<file path="config.mk">
export PLATFORM = sky130hd
export DESIGN_NAME = uart_brk_tx
export DESIGN_NICKNAME = d
export VERILOG_FILES = /design/src/rtl/utx_pkg.sv /design/src/rtl/utx_hold.sv /design/src/rtl/utx_framer.sv /design/src/rtl/utx_engine.sv /design/src/rtl/uart_brk_tx.sv
export SDC_FILE = /design/constraint.sdc
export NUM_CORES = 1
export LEC_CHECK = 0
export BUFFER_PORTS_ARGS = -buffer_cell sky130_fd_sc_hd__clkbuf_2
export CAP_MARGIN = 20
export CELL_PAD_IN_SITES_DETAIL_PLACEMENT = 1
export CELL_PAD_IN_SITES_GLOBAL_PLACEMENT = 2
export CORE_MARGIN = 2
export CORE_UTILIZATION = 31
export DETAILED_ROUTE_END_ITERATION = 10
export PLACE_DENSITY = 0.76
export SKIP_CTS_REPAIR_TIMING = 1
export SLEW_MARGIN = 20
export SYNTH_ARGS = -nofsm -noshare
export SYNTH_HDL_FRONTEND = slang
export SYNTH_SLANG_ARGS = --single-unit
</file>
<file path="constraint.sdc">
create_clock -name clk -period 2.7 [get_ports clk]
set_input_delay 0.135 -clock clk [delete_from_list [all_inputs] [get_ports clk]]
set_output_delay 0.135 -clock clk [all_outputs]
set_load 0.02 [all_outputs]
</file>
<file path="src/rtl/utx_pkg.sv">
`timescale 1ns/1ps
package utx_pkg;
  typedef enum logic [1:0] {
    S_IDLE  = 2'd0,
    S_SHIFT = 2'd1,
    S_BREAK = 2'd2,
    S_GAP   = 2'd3
  } utx_state_t;
endpackage

</file>
<file path="src/rtl/utx_hold.sv">
`timescale 1ns/1ps
// One-word holding register between the stream input and the shifter.
module utx_hold #(
  parameter int DATA_W = 8
) (
  input  logic              clk,
  input  logic              rst_n,
  input  logic              wr_en,
  input  logic [DATA_W-1:0] wr_data,
  input  logic              pop,
  output logic              full,
  output logic [DATA_W-1:0] data
);
  always_ff @(posedge clk) begin
    if (!rst_n) begin
      full <= 1'b0;
      data <= '0;
    end else if (wr_en) begin
      full <= 1'b1;
      data <= wr_data;
    end else if (pop) begin
      full <= 1'b0;
    end
  end
endmodule

</file>
<file path="src/rtl/utx_framer.sv">
`timescale 1ns/1ps
// Builds the bit image of one character (bit 0 goes out first) and its length.
module utx_framer #(
  parameter int DATA_W  = 8,
  parameter int FRAME_W = DATA_W + 3,
  parameter int LEN_W   = $clog2(FRAME_W + 1)
) (
  input  logic [DATA_W-1:0]  data,
  input  logic [1:0]         nbits_code,
  input  logic               par_en,
  input  logic               par_odd,
  output logic [FRAME_W-1:0] frame,
  output logic [LEN_W-1:0]   frame_len
);
  localparam int MIN_BITS = DATA_W - 3;

  always_comb begin
    int  nb;
    logic par;
    nb    = MIN_BITS + int'(nbits_code);
    par   = par_odd;
    frame = '1;
    frame[0] = 1'b0;
    for (int i = 0; i < DATA_W; i++) begin
      if (i < nb) begin
        frame[1 + i] = data[i];
        par          = par ^ data[i];
      end
    end
    if (par_en) frame[1 + nb] = par;
    frame_len = LEN_W'(nb + 2 + int'(par_en));
  end
endmodule

</file>
<file path="src/rtl/utx_engine.sv">
`timescale 1ns/1ps
// Bit sequencer: shifts characters, runs the break pseudo-character and recovery gap.
module utx_engine
  import utx_pkg::*;
#(
  parameter int FRAME_W = 11,
  parameter int LEN_W   = 4,
  parameter int CNT_W   = 8
) (
  input  logic               clk,
  input  logic               rst_n,
  input  logic               tick,
  input  logic               hold_full,
  input  logic [FRAME_W-1:0] frame,
  input  logic [LEN_W-1:0]   frame_len,
  input  logic [CNT_W-1:0]   gap_len,
  input  logic               start_acc,
  input  logic               start_raw,
  input  logic               stop_raw,
  output logic               take,
  output logic               txd,
  output logic               brk_pend,
  output logic               brk_on,
  output logic               gap_on,
  output logic               idle,
  output logic [LEN_W-1:0]   len_q
);
  utx_state_t         st;
  logic [CNT_W-1:0]   cnt;
  logic [FRAME_W-1:0] shreg;
  logic               stop_req;

  logic [CNT_W:0] cnt_nx;
  logic           lim_frame, lim_gap, free, stop_acc, brk_exit;

  assign cnt_nx    = {1'b0, cnt} + 1'b1;
  assign lim_frame = cnt_nx >= {{(CNT_W + 1 - LEN_W){1'b0}}, len_q};
  assign lim_gap   = cnt_nx >= {1'b0, gap_len};
  assign free      = tick && ((st == S_IDLE) ||
                              (st == S_SHIFT && lim_frame) ||
                              (st == S_GAP && lim_gap));
  assign take      = free && !brk_pend && hold_full;
  assign brk_exit  = tick && (st == S_BREAK) && lim_frame && stop_req;
  assign stop_acc  = stop_raw && !start_raw && (brk_pend || st == S_BREAK);

  assign brk_on = (st == S_BREAK);
  assign gap_on = (st == S_GAP);
  assign idle   = (st == S_IDLE);

  always_comb begin
    case (st)
      S_SHIFT: txd = shreg[0];
      S_BREAK: txd = 1'b0;
      default: txd = 1'b1;
    endcase
  end

  always_ff @(posedge clk) begin
    if (!rst_n) begin
      st       <= S_IDLE;
      cnt      <= '0;
      shreg    <= '1;
      len_q    <= '0;
      brk_pend <= 1'b0;
      stop_req <= 1'b0;
    end else begin
      if (free) begin
        cnt <= '0;
        if (brk_pend) begin
          st       <= S_BREAK;
          len_q    <= frame_len;
          brk_pend <= 1'b0;
        end else if (hold_full) begin
          st    <= S_SHIFT;
          shreg <= frame;
          len_q <= frame_len;
        end else begin
          st <= S_IDLE;
        end
      end else if (tick) begin
        case (st)
          S_SHIFT: begin
            shreg <= {1'b1, shreg[FRAME_W-1:1]};
            cnt   <= cnt_nx[CNT_W-1:0];
          end
          S_BREAK: begin
            if (brk_exit) begin
              st  <= S_GAP;
              cnt <= '0;
            end else if (cnt != '1) begin
              cnt <= cnt_nx[CNT_W-1:0];
            end
          end
          S_GAP:   cnt <= cnt_nx[CNT_W-1:0];
          default: cnt <= '0;
        endcase
      end
      if (start_acc) brk_pend <= 1'b1;
      if (stop_acc)  stop_req <= 1'b1;
      if (brk_exit)  stop_req <= 1'b0;
    end
  end
endmodule

</file>
<file path="src/rtl/uart_brk_tx.sv">
`timescale 1ns/1ps
module uart_brk_tx #(
  parameter int DATA_W  = 8,
  parameter int GUARD_W = 8,
  parameter int MIN_GAP = 12
) (
  input  logic               clk,
  input  logic               rst_n,
  input  logic               baud_tick,
  input  logic [1:0]         cfg_nbits,
  input  logic               cfg_par_en,
  input  logic               cfg_par_odd,
  input  logic [GUARD_W-1:0] cfg_guard,
  input  logic               in_valid,
  output logic               in_ready,
  input  logic [DATA_W-1:0]  in_data,
  input  logic               brk_start,
  input  logic               brk_stop,
  output logic               txd,
  output logic               tx_rdy,
  output logic               tx_empty
);
  localparam int FRAME_W = DATA_W + 3;
  localparam int LEN_W   = $clog2(FRAME_W + 1);
  localparam int CNT_W   = GUARD_W;

  logic               hold_full, take, start_acc, wr_en;
  logic [DATA_W-1:0]  hold_data;
  logic [FRAME_W-1:0] frame;
  logic [LEN_W-1:0]   frame_len, len_q;
  logic [CNT_W-1:0]   gap_len;
  logic               brk_pend, brk_on, gap_on, idle;

  assign tx_rdy    = !hold_full && !brk_on && !gap_on;
  assign in_ready  = tx_rdy;
  assign tx_empty  = !hold_full && idle && !brk_pend;
  assign start_acc = brk_start && tx_rdy && !brk_pend;
  assign wr_en     = in_valid && in_ready && !brk_pend;
  assign gap_len   = (cfg_guard > CNT_W'(MIN_GAP)) ? cfg_guard : CNT_W'(MIN_GAP);

  utx_hold #(.DATA_W(DATA_W)) u_hold (
    .clk(clk), .rst_n(rst_n), .wr_en(wr_en), .wr_data(in_data),
    .pop(take), .full(hold_full), .data(hold_data)
  );

  utx_framer #(.DATA_W(DATA_W), .FRAME_W(FRAME_W), .LEN_W(LEN_W)) u_framer (
    .data(hold_data), .nbits_code(cfg_nbits), .par_en(cfg_par_en),
    .par_odd(cfg_par_odd), .frame(frame), .frame_len(frame_len)
  );

  utx_engine #(.FRAME_W(FRAME_W), .LEN_W(LEN_W), .CNT_W(CNT_W)) u_engine (
    .clk(clk), .rst_n(rst_n), .tick(baud_tick), .hold_full(hold_full),
    .frame(frame), .frame_len(frame_len), .gap_len(gap_len),
    .start_acc(start_acc), .start_raw(brk_start), .stop_raw(brk_stop),
    .take(take), .txd(txd), .brk_pend(brk_pend), .brk_on(brk_on),
    .gap_on(gap_on), .idle(idle), .len_q(len_q)
  );
endmodule

</file>
# Yosys cells after proc, flatten, opt, wreduce, memory -nomap -nowiden
# Index checks and enable logic that the tools add are counted.
# Widths: inputs -> output; s select.
[word_totals] regBits=36 in_bits=26 elab_cells=126
[classes] n_addsub=5 order_cmp=13 eq_ne=7 muxes=42 bitwise_logic=9 reduce_logical=42
[ops] operator="$lt 4x32->1 const A" n=4
[ops] operator="$mux 11" n=6
[ops] operator="$lt 3x32->1 const A" n=2
[ops] operator="$add 2x32->32 const A" n=1
[ops] operator="$ge 32x1->1 const B" n=1
[ops] operator="$lt 1x32->1 const A" n=1
[ops] operator="$lt 2x32->1 const A" n=1
[ops] operator="$lt 32x6->1 const B" n=1
[ops] operator="$mux 8" n=3
[ops] operator="$mux 1" n=22
[ops] operator="$logic_and 1x1->1" n=19
[ops] operator="$pmux 8 s2" n=1
[ops] operator="$reduce_bool 2->1" n=7
[ops] operator="$bwmux 11" n=1
[ops] operator="$mux 2" n=5
[ops] operator="$add 8x1->9 const B" n=1
[ops] operator="$ge 9x4->1" n=1
[ops] operator="$ge 9x8->1" n=1
[ops] operator="$gt 8x4->1 const B" n=1
[ops] operator="$mux 4" n=2
[ops] operator="$ne 8x8->1 const B" n=1
[ops] operator="$xor 1x1->1" n=8
[ops] operator="$reduce_or 2->1" n=3
[ops] operator="$logic_not 1->1" n=5
[ops] operator="15 further kinds" n=20

# Longest topological paths before layout
# Gate-level depths: netlist (run 1).
[logic_depth] word_depth=22 depth_mapped=12 ltp_nobuf=11

# Modules after synthesis
# A second synthesis (run 1) with hierarchy kept.
[unflattened] hier_cells=315 hier_area_um2=2678.8
[by_module_without_submodules] module="utx_engine" n_inst=1 cells_per_inst=220 area_each_um2=1865.5
[by_module_without_submodules] module="utx_framer" n_inst=1 cells_per_inst=51 area_each_um2=371.6
[by_module_without_submodules] module="utx_hold" n_inst=1 cells_per_inst=28 area_each_um2=335.3
[by_module_without_submodules] module="uart_brk_tx" n_inst=1 cells_per_inst=16 area_each_um2=106.4

# Least setup slack after synthesis (run 1)
# No wires, ideal clock.
[synth_path] path_type="reg2reg" startpoint="register u_engine.cnt[0]" endpoint="register u_engine.shreg[7]" arrival_time_ns=2.701 required_ns=2.559 slack_ns=-0.142 stages_incl_launch_ff=13 period_less_slack_ns=2.842 path_cell_list="dfxtp_1 > and2_1 > and4_2 > nand3_1 > xnor2_1 > ha_1 > a221o_2 > a211o_1 > a41oi_1 > nor3b_2 > buf_2 > a22oi_1 > o211ai_1"
[synth_via] elab_chain_len=8
[synth_lines] item="start, declared" line="utx_engine.sv:29" text="logic [CNT_W-1:0] cnt;"
[synth_lines] item="start signal, assigned" line="utx_engine.sv:84" text="cnt <= cnt_nx[CNT_W-1:0];"
[synth_lines] item="start signal, assigned" line="utx_engine.sv:91" text="cnt <= cnt_nx[CNT_W-1:0];"
[synth_lines] item="start signal, assigned" line="utx_engine.sv:94" text="S_GAP: cnt <= cnt_nx[CNT_W-1:0];"
[synth_lines] item="$add 8x1->9 *" line="utx_engine.sv:36" text="assign cnt_nx = {1'b0, cnt} + 1'b1;"
[synth_lines] item="$ge 9x4->1" line="utx_engine.sv:37" text="assign lim_frame = cnt_nx >= {{(CNT_W + 1 - LEN_W){1'b0}}, len_q};"
[synth_lines] item="$logic_and 1x1->1" line="utx_engine.sv:40" text="(st == S_SHIFT && lim_frame) ||"
[synth_lines] item="$logic_or 1x1->1" line="utx_engine.sv:39" text="assign free = tick && ((st == S_IDLE) ||"
[synth_lines] item="$logic_or 1x1->1 *" line="utx_engine.sv:40"
[synth_lines] item="$logic_and 1x1->1 *" line="utx_engine.sv:39"
[synth_lines] item="$ne 2x2->1 (no source line) / $reduce_bool 2->1 (equally long branches)"
[synth_lines] item="$reduce_and 4->1 (no source line)"
[synth_lines] item="end signal, assigned" line="utx_engine.sv:75" text="shreg <= frame;"
[synth_lines] item="end signal, assigned" line="utx_engine.sv:83" text="shreg <= {1'b1, shreg[FRAME_W-1:1]};"
[synth_lines] item="end, declared" line="utx_engine.sv:30" text="logic [FRAME_W-1:0] shreg;"
# Mark *: on every way between the ends. The rest lies on a longest branch, timed or not.
# A chain may end at the register's enable or synchronous reset.

# Worst setup path in the final report (run 1)
[layout_path] startpoint="register u_engine.cnt[0]" endpoint="register u_engine.brk_pend"
[layout_via] elab_chain_len=7
[layout_lines] item="$add 8x1->9 *" line="utx_engine.sv:36"
[layout_lines] item="$ge 9x4->1" line="utx_engine.sv:37"
[layout_lines] item="$logic_and 1x1->1" line="utx_engine.sv:40"
[layout_lines] item="$logic_or 1x1->1" line="utx_engine.sv:39"
[layout_lines] item="$logic_or 1x1->1 *" line="utx_engine.sv:40"
[layout_lines] item="$logic_and 1x1->1 *" line="utx_engine.sv:39"
[layout_lines] item="$reduce_bool 2->1 (no source line) *"
[layout_lines] item="end signal, assigned" line="utx_engine.sv:64" text="brk_pend <= 1'b0;"
[layout_lines] item="end signal, assigned" line="utx_engine.sv:72" text="brk_pend <= 1'b0;"
[layout_lines] item="end signal, assigned" line="utx_engine.sv:98" text="if (start_acc) brk_pend <= 1'b1;"
[layout_lines] item="end, declared" line="utx_engine.sv:22" text="output logic brk_pend,"
# Marked as above.

==> results of run 1 <==
[critical path, stage by stage, from the launching register on]
cell     delay [ns]
dfxtp_4        0.37
and2_4         0.15
and4_4         0.25
nand3_4        0.09
xnor2_2        0.15
ha_2           0.17
a221o_2        0.36
a211o_1        0.26
a41oi_4        0.26
nor3b_4        0.10
buf_6          0.14
mux2_4         0.25
nor2_1         0.08
[registers in the layout (all words and copies together) (netlist names)]
signal / count
u_engine.shreg: 11
u_engine.st: 2
u_engine.cnt: 8
u_engine.len_q: 4
u_engine.stop_req: 1
u_hold.full: 1
u_engine.brk_pend: 1
u_hold.data: 8
[worst max-delay path by stage]
| stage | from | slack [ns] | to | depth (start not counted) |
|---|---|---|---|---|
| after floorplan | u_engine.cnt[0] | 0.01 | u_engine.shreg[7] | 12 |
| after global placement | u_engine.cnt[0] | -0.14 | u_engine.shreg[8] | 10 |
| after detailed placement | u_engine.cnt[0] | -0.16 | u_engine.shreg[8] | 10 |
| after CTS | u_engine.cnt[0] | -0.20 | u_engine.shreg[8] | 10 |
| after global routing | u_engine.cnt[0] | -0.13 | u_engine.shreg[7] | 12 |
| final | u_engine.cnt[0] | -0.03 | u_engine.brk_pend | 12 |
[cell families after synthesis]
| kind of cell | count (synthesis) | share of synthesized area (%) |
|---|---|---|
| adder cells (fa/ha/maj) | 23 | 11.43 |
| AO/OA/AOI/OAI | 84 | 23.36 |
| multiplexers | 4 | 1.640 |
| flip-flops | 36 | 28.63 |
| buffers and inverters | 38 | 6.809 |
| AND/OR/NAND/NOR | 113 | 22.56 |
| XOR/XNOR | 16 | 5.567 |
[final cells by class]
type                       count  area share, %
clock inverter                 2         0.3690
timing repair buffer          69          14.28
multi-input combinational    240          55.20
sequential                    36          21.40
inverter                      20          2.214
clock buffer                   6          2.768
tap                          102          3.764
[stage by stage]
step | utilization [%] | power, mW | hold WS, ns | TNS [ns]
after global placement | 38.57 | 1.040 | 0.3584 | -0.8332
after floorplan | - | 0.9091 | 0.2710 | 0
after CTS | 39.94 | 1.506 | 0.04742 | -2.679
after global routing | 43.43 | 1.647 | 0.05651 | -2.167
final | 43.43 | 1.546 | 0.05722 | -0.05208
after detailed placement | 38.57 | 1.048 | 0.3678 | -1.757
[synthesized netlist by cell type, drive strengths merged (5+ instances only)]
master | count | share of area [%]
a21oi | 27 | 5.5
a31oi | 8 | 2.0
buf | 6 | 2.0
clkbuf | 12 | 1.8
dfxtp | 36 | 29
ha | 23 | 11
inv | 19 | 2.8
nand2 | 47 | 7.3
nand2b | 5 | 1.2
nand3 | 5 | 0.99
nor2 | 22 | 3.3
nor3b | 6 | 2.0
o211ai | 7 | 2.1
o21ai | 16 | 3.2
xnor2 | 14 | 4.9
[power by group through the flow]
stage               combinational (mW)  sequential, mW  clock, mW
floorplan                        0.305           0.604          0
global placement                 0.420           0.620          0
detailed placement               0.427           0.621          0
CTS                              0.431           0.609      0.466
global route                     0.535           0.620      0.492
finish                           0.481           0.614      0.451
[per-layer routing]
metal	global-route usage [%]	up-vias	wire length, um
met5	0	-	0
met4	4.348	0	78
met3	2.408	6	185
met2	28.33	36	3529
met1	24.53	1161	3708
li1	-	1225	-
==> results.py, run 1 <==
metrics = {
    "die": {
        "fp.dieW_um": 94.12,
        "die-area_um2": 8858,
        "ios": 30,
        "num_rows": 32,
        "core-area_um2": 7807,
        "dieHeight_um": 94.12,
        "initial_core_util_pct": 32.24,
    },
    "layout": {
        "final_common_cell": "nand2_1",
        "mostFrequentLayoutCells": "39 x nand2_1, 34 x dfxtp_1, 33 x buf_4",
        "layout.cells.non_filler": 475,
        "nFillCells": 961,
        "diodes": 0,
        "seqCellArea_um2": 725.7,
        "syn_to_final_growth_pct": 34.69,
        "final_area_um2": 3391,
        "final_nets": 421,
        "layout-drive-gt1-share_pct": 32.98,
        "multiInputGateArea_um2": 1872,
    },
    "placement": {
        "portBuffers": 29,
        "dp_cells": 464,
        "dpl.hpwl_um": 5649,
        "dp_slack_ns": -0.1590,
        "globalplace.congestion": 0.7575,
        "post_dp_cell_area_um2": 3012,
    },
    "timing": {
        "worst_slew_pin_slew_ns": 0.6302,
        "slew_violations": 0,
        "timing.fmax_mhz": 366.7,
        "slew_headroom_pct": 57.73,
        "clock-skew-final_ns": 0.01334,
        "fin_crit_ns": 2.727,
        "rsz0062_at_grt": "true",
        "hold_viol": 0,
        "post-route-period-util_pct": 101.0,
        "setup_slack_ns": -0.02703,
        "setup_viol": 3,
    },
    "setup_path": {
        "r2r-start": "u_engine.cnt[0]",
        "rr_endpoint": "u_engine.brk_pend",
        "crit_path_start_kind": "flop",
        "end_kind": "flop",
        "arrival_ns": 2.94,
        "worstPathRequired_ns": 2.91,
        "path_class": "flop to flop",
        "cp_max_fo": 5,
        "reg2reg_depth": 12,
        "reg2reg_slack_ns": -0.03,
    },
    "drt": {
        "detail-route-antenna-nets": 0,
        "drtPass1Iterations": 4,
        "drc": 0,
        "via_count": 2428,
        "drt_iter0_drc": 88,
        "routedWlPerCell_um": 15.79,
        "drt-total-wl_um": 7502,
        "vias_per_cell": 5.112,
    },
    "hold_path": {
        "hold_depth": 3,
        "hold_path_class": "primary input to flop",
        "hold_end": "u_hold.data[6]",
        "hp-start": "in_data[6]",
    },
    "power": {
        "power_density_nw_per_um2": 455.8,
        "switching_power_mw": 0.5255,
        "seqPwrFrac_pct": 39.7,
        "leakage_nw": 1.463,
        "intPower_mw": 1.020,
        "p_sw_share_pct": 34.00,
        "peakVddDrop_v": 0.0002317,
        "p_clk_share_pct": 29.2,
        "pwr-share-comb_pct": 31.1,
    },
    "cts": {
        "cts.htree.levels": 2,
        "tritoncts": "yes",
        "clk_pin_slew_ns": 0.08,
        "cts_sinks": 36,
        "root_buffer": "clkbuf_8",
        "clock_path_buffers": 2,
        "cts_buffers": 5,
        "clkLatencyLatePin_ns": 0.30,
    },
    "global_route": {
        "grt_pass1_vias": 2452,
        "overflow": 0,
        "grtUsageTotal_pct": 17.54,
        "grt_max_degree": 18,
        "antenna_found_initial": 0,
        "grt_pass1_wl_um": 12230,
    },
    "status": {
        "violations": "negative setup slack",
        "status": "complete, but fails checks",
    },
    "synthesis": {
        "synth-edff-count": 0,
        "syn_avg_cell_area_um2": 8.017,
        "synth-seq-cells": 36,
        "synth_area_um2": 2517,
        "synthesis.nets": 363,
        "synthCells": 314,
        "ys_warn_count": 0,
        "ys_dominant_reg_cell": "dfxtp_1",
        "ys_seq_area_share_pct": 28.63,
        "synth.distinct_cells": 54,
        "async_flop_share_pct": 0,
    },
    "run": {
        "drv_cap": 0,
    },
}
Power figures use the tool's default switching activity.
==> run 2, diff against run 1 <==
--- a/config.mk
+++ b/config.mk
@@ -12,5 +12,5 @@
 export CORE_MARGIN = 2
-export CORE_UTILIZATION = 31
+export CORE_UTILIZATION = 37
 export DETAILED_ROUTE_END_ITERATION = 10
-export PLACE_DENSITY = 0.76
+export PLACE_DENSITY = 0.84
 export SKIP_CTS_REPAIR_TIMING = 1
==> constraint.sdc (replaced) <==
create_clock -name clk -period 3.5 [get_ports clk]
set_input_delay 0.175 -clock clk [delete_from_list [all_inputs] [get_ports clk]]
set_output_delay 0.175 -clock clk [all_outputs]
set_load 0.05 [all_outputs]
==> run 2 against run 1 <==
- die area down 16%
- cell count decreased by 13%
- largest cell class unchanged
- combinational power shrank 33%
- maximum frequency is 15% lower
- global-route usage rose by 1.6 points
- the flow now finishes without violations
- worst setup slack improved by 0.32 ns
- wire length shrank 11%
- critical path depth down 2
- critical path type unchanged
==> results.py, run 2 (synthesis gave the netlist of run 1 again) <==
metrics = {
    "cts": {
        "clkLatencyLatePin_ns": 0.29,
        "cts_sinks": 36,
        "clk_pin_slew_ns": 0.08,
        "tritoncts": "yes",
        "cts.htree.levels": 2,
        "root_buffer": "clkbuf_8",
        "cts_buffers": 5,
        "clock_path_buffers": 2,
    },
    "die": {
        "initial_core_util_pct": 37.68,
        "fp.dieW_um": 86.49,
        "dieHeight_um": 86.49,
        "core-area_um2": 6681,
        "num_rows": 30,
        "die-area_um2": 7480,
        "ios": 30,
    },
    "global_route": {
        "antenna_found_initial": 0,
        "grtUsageTotal_pct": 19.14,
        "grt_pass1_vias": 2256,
        "grt_pass1_wl_um": 11290,
        "grt_max_degree": 18,
        "overflow": 0,
    },
    "setup_path": {
        "r2r-start": "u_engine.cnt[0]",
        "worstPathRequired_ns": 3.67,
        "crit_path_start": "u_engine.cnt[0]",
        "cp_max_fo": 13,
        "path_class": "flop to flop",
        "end_kind": "flop",
        "reg2reg_slack_ns": 0.29,
        "arrival_ns": 3.38,
        "crit_path_start_kind": "flop",
    },
    "drt": {
        "drc": 0,
        "routedWlPerCell_um": 16.17,
        "drt_iter0_drc": 90,
        "detail-route-antenna-nets": 0,
        "drt-total-wl_um": 6711,
        "vias_per_cell": 5.494,
        "drtPass1Iterations": 4,
        "via_count": 2280,
    },
    "layout": {
        "layout-drive-gt1-share_pct": 16.42,
        "nFillCells": 844,
        "reg_top3": "u_engine.shreg (11), u_engine.cnt (8), u_hold.data (8)",
        "final_common_cell": "nand2_1",
        "diodes": 0,
        "layout.cells.non_filler": 415,
        "mostFrequentLayoutCells": "46 x nand2_1, 36 x dfxtp_1, 29 x clkbuf_2",
        "final_nets": 384,
        "syn_to_final_growth_pct": 10.09,
        "largest_reg_flops": 11,
        "regMostFlops": "u_engine.shreg",
    },
    "run": {
        "drv_cap": 0,
    },
    "timing": {
        "fin_tns_setup_ns": 0,
        "timing.fmax_mhz": 311.9,
        "slew_violations": 0,
        "hold_viol": 0,
        "fin_crit_ns": 3.206,
        "slew_headroom_pct": 61.71,
        "rsz0062_at_grt": "false",
        "worst_slew_pin_slew_ns": 0.5709,
        "setup_viol": 0,
        "clock-skew-final_ns": 0.004677,
        "post-route-period-util_pct": 91.59,
    },
    "power": {
        "leakage_nw": 1.182,
        "peakVddDrop_v": 0.0001719,
        "power_density_nw_per_um2": 393.9,
    },
    "placement": {
        "dpl.hpwl_um": 5193,
        "portBuffers": 29,
        "globalplace.congestion": 0.8906,
        "dp_cells": 408,
    },
    "hold_path": {
        "hp-start": "in_data[0]",
        "hold_path_class": "primary input to flop",
    },
    "status": {
        "status": "completed",
    },
}
## run 2: cell count changes in the layout (fill, tap and decap cells not counted), sizes merged
cell,previous run,this run
buf,40,3
clkbuf,35,34
## run 2: final timing paths
check / cells past startpoint / to
worst min-delay path: 3 / u_hold.data[0]
worst max-delay path: 10 / u_engine.shreg[8]
worst min register to register: 2 / u_hold.data[5]
worst max register to register: 10 / u_engine.shreg[8]
## run 2: routing by layer
layer	up-vias	routed length (um)	part of all wire (%)	global-route usage, %
met5	-	0	0	0
met4	0	93	1.4	4.545
met3	8	206	3.1	2.857
met2	44	2887	43	29.44
met1	1086	3524	53	28.13
li1	1142	-	-	-
## run 2: power breakdown
part	total (mW)	internal (mW)	switching, mW	leakage, nW
clock network	0.299	0.135	0.164	0.0400
registers	0.472	0.441	0.0305	0.294
logic	0.321	0.117	0.205	0.849
total	1.09	0.693	0.399	1.18
## run 2: final cells by class
cell class	count	area (um^2)	share of cell area, %
clock buffers	5	68.82	2.483
repair buffers	32	167.7	6.050
clock inverters	2	12.51	0.4515
well taps	80	100.1	3.612
flip-flops and latches	36	720.7	26.00
multi-input cells	240	1627	58.69
inverters	20	75.07	2.709
## run 2: through the flow
step / cell area (um^2) / utilization [%] / setup slack, ns / hold WS (ns) / total power, mW
after floorplan: 2517 / - / 0.6578 / 0.3110 / 0.7196
after global placement: 2689 / 40.24 / 0.3870 / 0.3968 / 0.7952
after detailed placement: 2689 / 40.24 / 0.2448 / 0.4061 / 0.7988
after CTS: 2770 / 41.46 / 0.2174 / 0.09305 / 1.099
after global routing: 2771 / 41.48 / 0.07923 / 0.09405 / 1.160
final: 2771 / 41.48 / 0.2942 / 0.09736 / 1.092
## run 2: worst max-delay path, cell delays in order (launching register included)
cell       delay [ns]
dfxtp_1          0.48
and2_1           0.27
nand2_1          0.09
xnor2_1          0.25
ha_1             0.29
o21a_1           0.15
a2111oi_4        0.53
nand2_4          0.15
a211o_2          0.45
a2111oi_2        0.36
a31oi_1          0.07
==> run 3, diff against run 2 <==
Settings changed: MAX_ROUTING_LAYER from default to met4.
==> run 3 against run 2 <==
- total power increased by 0.10%
- maximum frequency decreased by 0.35%
- utilization unchanged
- via count grew 0.88%
- worst hold slack worse by 0.0022 ns
- largest power group unchanged
- highest routed layer unchanged
==> results.py, run 3 (synthesis gave the netlist of run 1 again) <==
metrics = {
    "status": {
        "status": "completed",
    },
    "drt": {
        "drt_iter0_drc": 87,
        "via_count": 2300,
        "routedWlPerCell_um": 16.19,
        "vias_per_cell": 5.542,
        "detail-route-antenna-nets": 0,
        "drtPass1Iterations": 6,
        "drc": 0,
        "drt-total-wl_um": 6717,
    },
    "power": {
        "peakVddDrop_v": 0.0001720,
        "power_density_nw_per_um2": 394.3,
        "p_total_mw": 1.093,
        "leakage_nw": 1.182,
    },
    "placement": {
        "post_dp_cell_area_um2": 2689,
        "dpl.hpwl_um": 5193,
        "portBuffers": 29,
        "dp_cells": 408,
        "globalplace.congestion": 0.9056,
    },
    "hold_path": {
        "hold_path_class": "primary input to flop",
        "hp-start": "in_data[0]",
        "hold_depth": 3,
        "hold_end": "u_hold.data[0]",
    },
    "cts": {
        "clk_pin_slew_ns": 0.08,
        "cts_sinks": 36,
        "clkLatencyLatePin_ns": 0.29,
        "root_buffer": "clkbuf_8",
        "cts.htree.levels": 2,
        "cts_buffers": 5,
        "tritoncts": "yes",
        "clock_path_buffers": 2,
    },
    "timing": {
        "slew_violations": 0,
        "hold_viol": 0,
        "rsz0062_at_grt": "false",
        "fin_crit_ns": 3.217,
        "worst_slew_pin_slew_ns": 0.5799,
        "clock-skew-final_ns": 0.005090,
        "timing.fmax_mhz": 310.9,
        "slew_headroom_pct": 61.10,
        "post-route-period-util_pct": 91.91,
        "fin_tns_setup_ns": 0,
        "setup_viol": 0,
    },
    "global_route": {
        "grt_pass1_vias": 2256,
        "grtUsageTotal_pct": 19.72,
        "grt_max_degree": 18,
        "overflow": 0,
        "grt_pass1_wl_um": 11300,
        "antenna_found_initial": 0,
    },
    "layout": {
        "mostFrequentLayoutCells": "46 x nand2_1, 36 x dfxtp_1, 29 x clkbuf_2",
        "diodes": 0,
        "largest_reg_flops": 11,
        "layout.cells.non_filler": 415,
        "syn_to_final_growth_pct": 10.09,
        "final_area_um2": 2771,
        "final_nets": 384,
        "final_common_cell": "nand2_1",
        "utilization_pct": 41.48,
        "multiInputGateArea_um2": 1627,
        "layout-drive-gt1-share_pct": 16.42,
        "seqCellArea_um2": 720.7,
        "nFillCells": 844,
        "regMostFlops": "u_engine.shreg",
        "reg_top3": "u_engine.shreg (11), u_engine.cnt (8), u_hold.data (8)",
    },
    "die": {
        "initial_core_util_pct": 37.68,
        "fp.dieW_um": 86.49,
        "ios": 30,
        "core-area_um2": 6681,
        "dieHeight_um": 86.49,
        "die-area_um2": 7480,
        "num_rows": 30,
    },
    "setup_path": {
        "crit_path_start_kind": "flop",
        "path_class": "flop to flop",
        "rr_endpoint": "u_engine.shreg[8]",
        "cp_max_fo": 13,
        "end_kind": "flop",
        "worstPathRequired_ns": 3.67,
        "arrival_ns": 3.39,
        "r2r-start": "u_engine.cnt[0]",
        "reg2reg_depth": 10,
        "cpPeakStageDelay_ns": 0.53,
        "cp_top_family": "compound AO/OA/AOI/OAI gates",
        "reg2reg_slack_ns": 0.28,
        "critPathBufInv": 0,
        "cp_slowest_cell": "a2111oi_4",
        "path_cells": "and2_1, nand2_1, xnor2_1, ha_1, o21a_1, a2111oi_4, nand2_4, a211o_2, a2111oi_2, a31oi_1",
    },
    "run": {
        "drv_cap": 0,
    },
}
==> run 3: power breakdown <==
group / total [mW] / internal (mW) / switching (mW)
combinational: 0.321 / 0.117 / 0.204
sequential: 0.472 / 0.441 / 0.0304
clock: 0.300 / 0.135 / 0.165
==> run 3: worst register-to-register path, delay by kind of cell (launching register included) <==
| kind | cells | cell delay (ns) |
|---|---|---|
| compound gates | 5 | 1.56 |
| xor+xnor | 1 | 0.26 |
| fa+ha+maj | 1 | 0.29 |
| flops | 1 | 0.48 |
| simple gates | 3 | 0.51 |
==> run 3: final cells by class <==
type	instances	area share, %
Timing Repair Buffer	32	6.050
Sequential cell	36	26.00
Tap cell	80	3.612
Clock inverter	2	0.4515
Inverter	20	2.709
Multi-Input combinational cell	240	58.69
Clock buffer	5	2.483
==> run 3: worst max-delay path by stage <==
| stage | from | end | slack (ns) | depth (start not counted) |
|---|---|---|---|---|
| floorplan | u_engine.cnt[0] | u_engine.shreg[7] | 0.66 | 12 |
| global placement | u_engine.cnt[0] | u_engine.shreg[10] | 0.39 | 11 |
| detailed placement | u_engine.cnt[0] | u_engine.shreg[10] | 0.24 | 11 |
| CTS | u_engine.cnt[0] | u_engine.shreg[10] | 0.22 | 11 |
| global route | u_engine.cnt[0] | u_engine.shreg[8] | 0.08 | 10 |
| finish | u_engine.cnt[0] | u_engine.shreg[8] | 0.28 | 10 |
==> run 3: metal layers <==
| metal | wire [um] | track usage, % | vias up |
|---|---|---|---|
| li1 | - | - | 1141 |
| met1 | 3424 | 28.25 | 1096 |
| met2 | 2922 | 29.44 | 59 |
| met3 | 308 | 2.762 | 4 |
| met4 | 61 | 4.545 | 0 |
| met5 | 0 | - | - |
==> run 3: metrics by stage <==
| stage | hold slack, ns | setup slack (ns) |
|---|---|---|
| final | 0.09519 | 0.2831 |
| after global routing | 0.09405 | 0.07923 |
| after CTS | 0.09305 | 0.2174 |
| after detailed placement | 0.4061 | 0.2448 |
| after global placement | 0.3968 | 0.3870 |
| after floorplan | 0.3110 | 0.6578 |
